File: src/rtl/cfgmem_pkg.sv
package cfgmem_pkg;

  typedef struct packed {
    logic rst_act;
    logic oe_act;
    logic ce_act;
  } cfgmem_ctl_t;

  function automatic int addr_w(input int depth);
    return (depth > 1) ? $clog2(depth) : 1;
  endfunction

endpackage

File: src/rtl/cfgmem_ctl_decode.sv
module cfgmem_ctl_decode
  import cfgmem_pkg::*;
#(
  parameter bit RST_ACTIVE_HIGH = 1'b1
) (
  input  logic        rst_oe,
  input  logic        ce_n,
  output cfgmem_ctl_t ctl
);

  logic rst_lvl;

  generate
    if (RST_ACTIVE_HIGH) begin : g_rst_hi
      assign rst_lvl = rst_oe;
    end else begin : g_rst_lo
      assign rst_lvl = ~rst_oe;
    end
  endgenerate

  assign ctl.rst_act = rst_lvl;
  assign ctl.oe_act  = ~rst_lvl;
  assign ctl.ce_act  = ~ce_n;

endmodule

File: src/rtl/cfgmem_addr_seq.sv
module cfgmem_addr_seq
  import cfgmem_pkg::*;
#(
  parameter int DEPTH = 2048,
  parameter int AW    = addr_w(DEPTH)
) (
  input  logic          clk,
  input  logic          rst_n,
  input  cfgmem_ctl_t   ctl,
  output logic [AW-1:0] addr,
  output logic          at_end
);

  localparam logic [AW-1:0] LAST = AW'(DEPTH - 1);

  logic [AW-1:0] addr_q, addr_d;
  logic          end_q, end_d;
  logic          step;
  logic          upd;

  assign step = ctl.ce_act & ctl.oe_act & ~end_q;
  assign upd  = ctl.rst_act | step;

  always_comb begin
    addr_d = addr_q;
    end_d  = end_q;
    if (ctl.rst_act) begin
      addr_d = '0;
      end_d  = 1'b0;
    end else if (step) begin
      if (addr_q == LAST) begin
        end_d = 1'b1;
      end else begin
        addr_d = addr_q + AW'(1);
      end
    end
  end

  always_ff @(posedge clk or negedge rst_n) begin
    if (!rst_n) begin
      addr_q <= '0;
      end_q  <= 1'b0;
    end else if (upd) begin
      addr_q <= addr_d;
      end_q  <= end_d;
    end
  end

  assign addr   = addr_q;
  assign at_end = end_q;

endmodule

File: src/rtl/cfgmem_bit_array.sv
module cfgmem_bit_array
  import cfgmem_pkg::*;
#(
  parameter int DEPTH = 2048,
  parameter int AW    = addr_w(DEPTH)
) (
  input  logic          clk,
  input  logic          wr_en,
  input  logic [AW-1:0] wr_addr,
  input  logic          wr_bit,
  input  logic [AW-1:0] rd_addr,
  output logic          rd_bit
);

  logic [DEPTH-1:0] cells;
  logic             wr_ok;

  assign wr_ok = wr_en & (int'(wr_addr) < DEPTH);

  always_ff @(posedge clk) begin
    if (wr_ok) begin
      cells[wr_addr] <= wr_bit;
    end
  end

  assign rd_bit = (int'(rd_addr) < DEPTH) ? cells[rd_addr] : 1'b0;

endmodule

File: src/rtl/cfgmem_out_stage.sv
module cfgmem_out_stage
  import cfgmem_pkg::*;
(
  input  cfgmem_ctl_t ctl,
  input  logic        at_end,
  input  logic        rd_bit,
  output logic        data_o,
  output logic        data_oe,
  output logic        ce_out_n
);

  logic live;

  assign live     = ctl.ce_act & ctl.oe_act;
  assign data_oe  = live & ~at_end;
  assign data_o   = data_oe & rd_bit;
  assign ce_out_n = ~(live & at_end);

endmodule

File: src/rtl/cfgmem_serial.sv
module cfgmem_serial
  import cfgmem_pkg::*;
#(
  parameter int  DEPTH           = 2048,
  parameter bit  RST_ACTIVE_HIGH = 1'b1,
  localparam int AW              = addr_w(DEPTH)
) (
  input  logic          clk,
  input  logic          rst_n,
  input  logic          ce_n,
  input  logic          rst_oe,
  input  logic          wr_en,
  input  logic [AW-1:0] wr_addr,
  input  logic          wr_bit,
  output logic          data_o,
  output logic          data_oe,
  output logic          ce_out_n
);

  cfgmem_ctl_t   ctl;
  logic [AW-1:0] cur_addr;
  logic          past_tc;
  logic          rd_bit;

  cfgmem_ctl_decode #(.RST_ACTIVE_HIGH(RST_ACTIVE_HIGH)) u_dec (
    .rst_oe (rst_oe),
    .ce_n   (ce_n),
    .ctl    (ctl)
  );

  cfgmem_addr_seq #(.DEPTH(DEPTH), .AW(AW)) u_seq (
    .clk    (clk),
    .rst_n  (rst_n),
    .ctl    (ctl),
    .addr   (cur_addr),
    .at_end (past_tc)
  );

  cfgmem_bit_array #(.DEPTH(DEPTH), .AW(AW)) u_arr (
    .clk     (clk),
    .wr_en   (wr_en),
    .wr_addr (wr_addr),
    .wr_bit  (wr_bit),
    .rd_addr (cur_addr),
    .rd_bit  (rd_bit)
  );

  cfgmem_out_stage u_out (
    .ctl      (ctl),
    .at_end   (past_tc),
    .rd_bit   (rd_bit),
    .data_o   (data_o),
    .data_oe  (data_oe),
    .ce_out_n (ce_out_n)
  );

endmodule

File: config.mk
export PLATFORM = sky130hd
export DESIGN_NAME = cfgmem_serial
export DESIGN_NICKNAME = d
export VERILOG_FILES = /design/src/rtl/cfgmem_pkg.sv /design/src/rtl/cfgmem_ctl_decode.sv /design/src/rtl/cfgmem_addr_seq.sv /design/src/rtl/cfgmem_bit_array.sv /design/src/rtl/cfgmem_out_stage.sv /design/src/rtl/cfgmem_serial.sv
export SDC_FILE = /design/constraint.sdc
export NUM_CORES = 2
export LEC_CHECK = 0
export BUFFER_PORTS_ARGS = -buffer_cell sky130_fd_sc_hd__buf_4
export CAP_MARGIN = 20
export CORE_ASPECT_RATIO = 0.8
export CORE_MARGIN = 3
export CORE_UTILIZATION = 64
export DETAILED_ROUTE_END_ITERATION = 7
export PLACE_DENSITY = 0.8
export RECOVER_POWER = 100
export REMOVE_ABC_BUFFERS = 1
export SYNTH_ARGS = -nofsm -noshare
export SYNTH_HDL_FRONTEND = slang
export SYNTH_SLANG_ARGS = --single-unit
File: constraint.sdc
create_clock -name clk -period 3.7 [get_ports clk]
set_clock_uncertainty 0.15 [all_clocks]
set_input_delay 0.555 -clock clk [delete_from_list [all_inputs] [get_ports clk]]
set_output_delay 0.555 -clock clk [all_outputs]
set_load 0.005 [all_outputs]
==> flow_summary.json <==
{
  "gr-total-overflow": 0,
  "first_global_vias": 55933,
  "wl_per_cell_um": 32.7,
  "holdPathEnd": "u_arr.cells[2046]",
  "ys_top_cells_by_area": "edfxtp_1, mux4_2, nor2_1, mux2i_1, clkbuf_1",
  "finalSetupViolations": 426,
  "clk_latency_ns": 0.84,
  "synth_edf_count": 2048,
  "cellPowerDensity_nw_per_um2": 474,
  "drive_above_1_share_pct": 21.2,
  "worst_slew_pin_slew_ns": 2.73,
  "start_util_pct": 64.8,
  "vdd_drop_max_v": 0.000479,
  "holdWs_ns": 0.0656,
  "syn_inst": 5972,
  "slew_headroom_pct": -82.3,
  "syn-cell-area_um2": 88700,
  "clk_pin_slew_ns": 0.07,
  "io_buffers": 19,
  "r2r_slack_ns": 0.21,
  "dieWidth_um": 422,
  "async_reset_ff_share_pct": 0.583,
  "fin_crit_sh_pct": 141,
  "crit_path_end_kind": "output port",
  "max_stage_delay_ns": 0.54,
  "cts.sinks": 2060,
  "worstHoldStart": "wr_addr[0]",
  "chipHeight_um": 339,
  "hold_viol_final": 0,
  "critical_path_required_ns": 2.99,
  "p_total_w": 0.0473,
  "path_cells": "buf_6 > buf_6 > buf_8 > mux4_2 > mux4_2 > o22ai_4 > nand4_1 > a31oi_4 > nor3_2 > o311a_4 > buf_6",
  "clockBufferDepth": 3,
  "ios": 20,
  "drc_errors": 0,
  "critPathMaxFanout": 5,
  "cts_tree": "yes",
  "grt_max_degree": 170,
  "synth_seq_area_share_pct": 69.7,
  "syn_area_per_cell_um2": 14.8,
  "first_iter_violations": 11267,
  "rsz0062_at_grt": "yes",
  "drv_slew": 1318,
  "antenna_left": 0,
  "layout_setup_ws_ns": -1.53,
  "viasPerCell": 7.07,
  "post-route-min-period_ns": 5.23,
  "cts_made_buffers": 189,
  "utilization_pct": 72.9,
  "yosysUniqueCellTypes": 63,
  "status": "finished with violations",
  "min_path_cells": 4,
  "clock-root-buffer": "clkbuf_16",
  "core_area_um2": 137000,
  "gp_congestion": 0.875,
  "area_delta_synth_final_pct": 12.5,
  "critPathLaunchType": "flop",
  "crit-reg2reg-launch": "u_seq.addr[1]",
  "ys.warnings.count": 0,
  "critical-path-slowest-cell": "nand4_1",
  "dp_hpwl_um": 137000,
  "critPathKind": "reg -> out",
  "ys_ff_latch": 2060,
  "drt-total-wl_um": 265000,
  "grt.total_usage_pct": 36.9,
  "design_area_um2": 99800,
  "grt_antenna_before_repair": 14,
  "power.leakage_nw": 29.4,
  "ff2ff_path_depth": 13,
  "r2r-end": "u_seq.addr[5]",
  "hold_class": "in -> reg",
  "htreeDepth": 4,
  "postPlaceCellArea_um2": 94000,
  "grt_pass1_wl_um": 379000,
  "crit_arrival_ns": 4.53,
  "fmax_mhz": 191,
  "synth_top_area_share_pct": 69.4,
  "vias": 57269,
  "dieArea_um2": 143000,
  "cpMostUsedCell": "buf_6",
  "rows": 121,
  "violations": "capacitance limit, slew limit, setup timing",
  "dr.pass1.iters": 8,
  "n_fill_cell": 7914,
  "synth_largest_area_cell": "edfxtp_1",
  "maxCapViolations": 22,
  "ys.flop_type": "edfxtp_1",
  "nNetsFinal": 6109
}
==> state kept, by name, indices dropped and copies added, names as in the netlist <==
register / flops
u_arr.cells: 2048
u_seq.addr: 11
u_seq.at_end: 1
==> logic make-up (layout without fill, tap and decap cells) <==
| logic type | after synthesis | count (layout) | synth area share [%] |
|---|---|---|---|
| simple gates | 2365 | 2365 | 10.4 |
| flops | 2060 | 2060 | 69.7 |
| mux | 676 | 676 | 14.9 |
| buf+inv | 599 | 871 | 2.92 |
| compound gates | 264 | 264 | 2.10 |
| xor+xnor | 7 | 7 | 0.0691 |
| fa+ha+maj | 1 | 1 | 0.0141 |
| other cells | 0 | 13 | 0 |
==> area by class of cell <==
cell class / instances / area (µm²) / area share (%)
sequential: 2060 / 61800 / 61.9
multi-input combinational: 3313 / 24700 / 24.8
clock buffer: 237 / 5000 / 5.01
timing repair buffer: 521 / 4930 / 4.95
tap: 1845 / 2310 / 2.31
clock inverter: 107 / 935 / 0.937
antenna: 13 / 32.5 / 0.0326
inverter: 6 / 23.8 / 0.0238
==> placed cells by master, fill, tap and decap left out, types with 15 or more instances in the layout <==
master        n
a22oi_1      53
mux2_2       15
mux4_2      511
buf_4       336
edfxtp_1   2048
buf_12       60
clkbuf_2     15
mux2i_1     148
nand3_1      22
clkbuf_16   192
buf_6        30
nand2_1     136
clkbuf_4     15
clkbuf_1     81
o21ai_0      31
a22o_1       15
nor2_1     2096
a21oi_1      36
o22ai_1      34
clkinv_1     42
nand3_4      22
clkinv_2     36
a221oi_1     21
==> per-stage QoR <==
stage               worst slack [ns]  TNS [ns]  instances
global route                   -1.49   -125.31       8090
detailed placement             -1.35     -1.35       7720
global placement               -1.35     -1.35       7720
floorplan                     -19.39   -236.42       5379
finish                         -1.53    -63.56       8102
CTS                            -1.40     -1.40       8080
==> routing by layer <==
metal / vias up / GRT usage (%) / share of wire, %
met1: 28391 / 48.5 / 32
met4: 14 / 20.4 / 6.6
met2: 5354 / 55.2 / 45
met3: 1249 / 12.0 / 16
met5: - / 0 / 0.036
li1: 22261 / - / -
==> worst max-delay path by stage <==
stage / startpoint / endpoint / slack (ns) / cells after the start
after floorplan: u_seq.addr[0] / data_o / -19.39 / 8
after global placement: u_seq.addr[0] / data_o / -1.35 / 12
after detailed placement: u_seq.addr[0] / data_o / -1.35 / 12
after CTS: u_seq.addr[0] / data_o / -1.40 / 11
after global routing: u_seq.addr[0] / data_o / -1.49 / 11
final: u_seq.addr[0] / data_o / -1.53 / 11
==> worst max-delay path: cells and delay by family, from the launching register on <==
kind / cells / cell delay, ns
multiplexers: 2 / 0.95
flip-flops: 1 / 0.51
AO/OA/AOI/OAI: 3 / 1.08
AND/OR/NAND/NOR: 2 / 0.61
buffers and inverters: 4 / 0.54
==> Yosys cell counts (6+ instances only) <==
cell,count
nor2_1,2098
edfxtp_1,2048
mux4_2,511
clkbuf_1,384
mux2i_1,150
nand2_1,136
buf_1,92
buf_2,69
a22oi_1,53
nand3_1,45
a21oi_1,36
o22ai_1,35
o21ai_0,32
buf_4,29
a221oi_1,21
buf_6,19
a22o_1,15
mux2_2,15
a211oi_1,13
nor2b_1,13
dfrtp_1,12
nor3_1,12
a31oi_1,10
nor3b_1,9
o211ai_1,9
and3_1,7
and2_1,6
and3b_1,6
inv_1,6
o221ai_1,6
or2_2,6
==> power breakdown <==
group          switching (W)  internal, W  leakage [nW]
logic                0.00140      0.00102          7.90
registers         0.00000522       0.0257          18.6
clock network        0.00868       0.0105          2.91
total                 0.0101       0.0372          29.4
==> timing repair <==
item	4_1_cts	5_1_grt
resized for setup	29	4
cloned	2	0
setup buffers	9	0
hold buffers	5	0
pin swaps	6	0
hold endpoints to repair	24	0
endpoints found under the setup margin	1	1
Note: power is estimated with default switching activity, not from simulation.
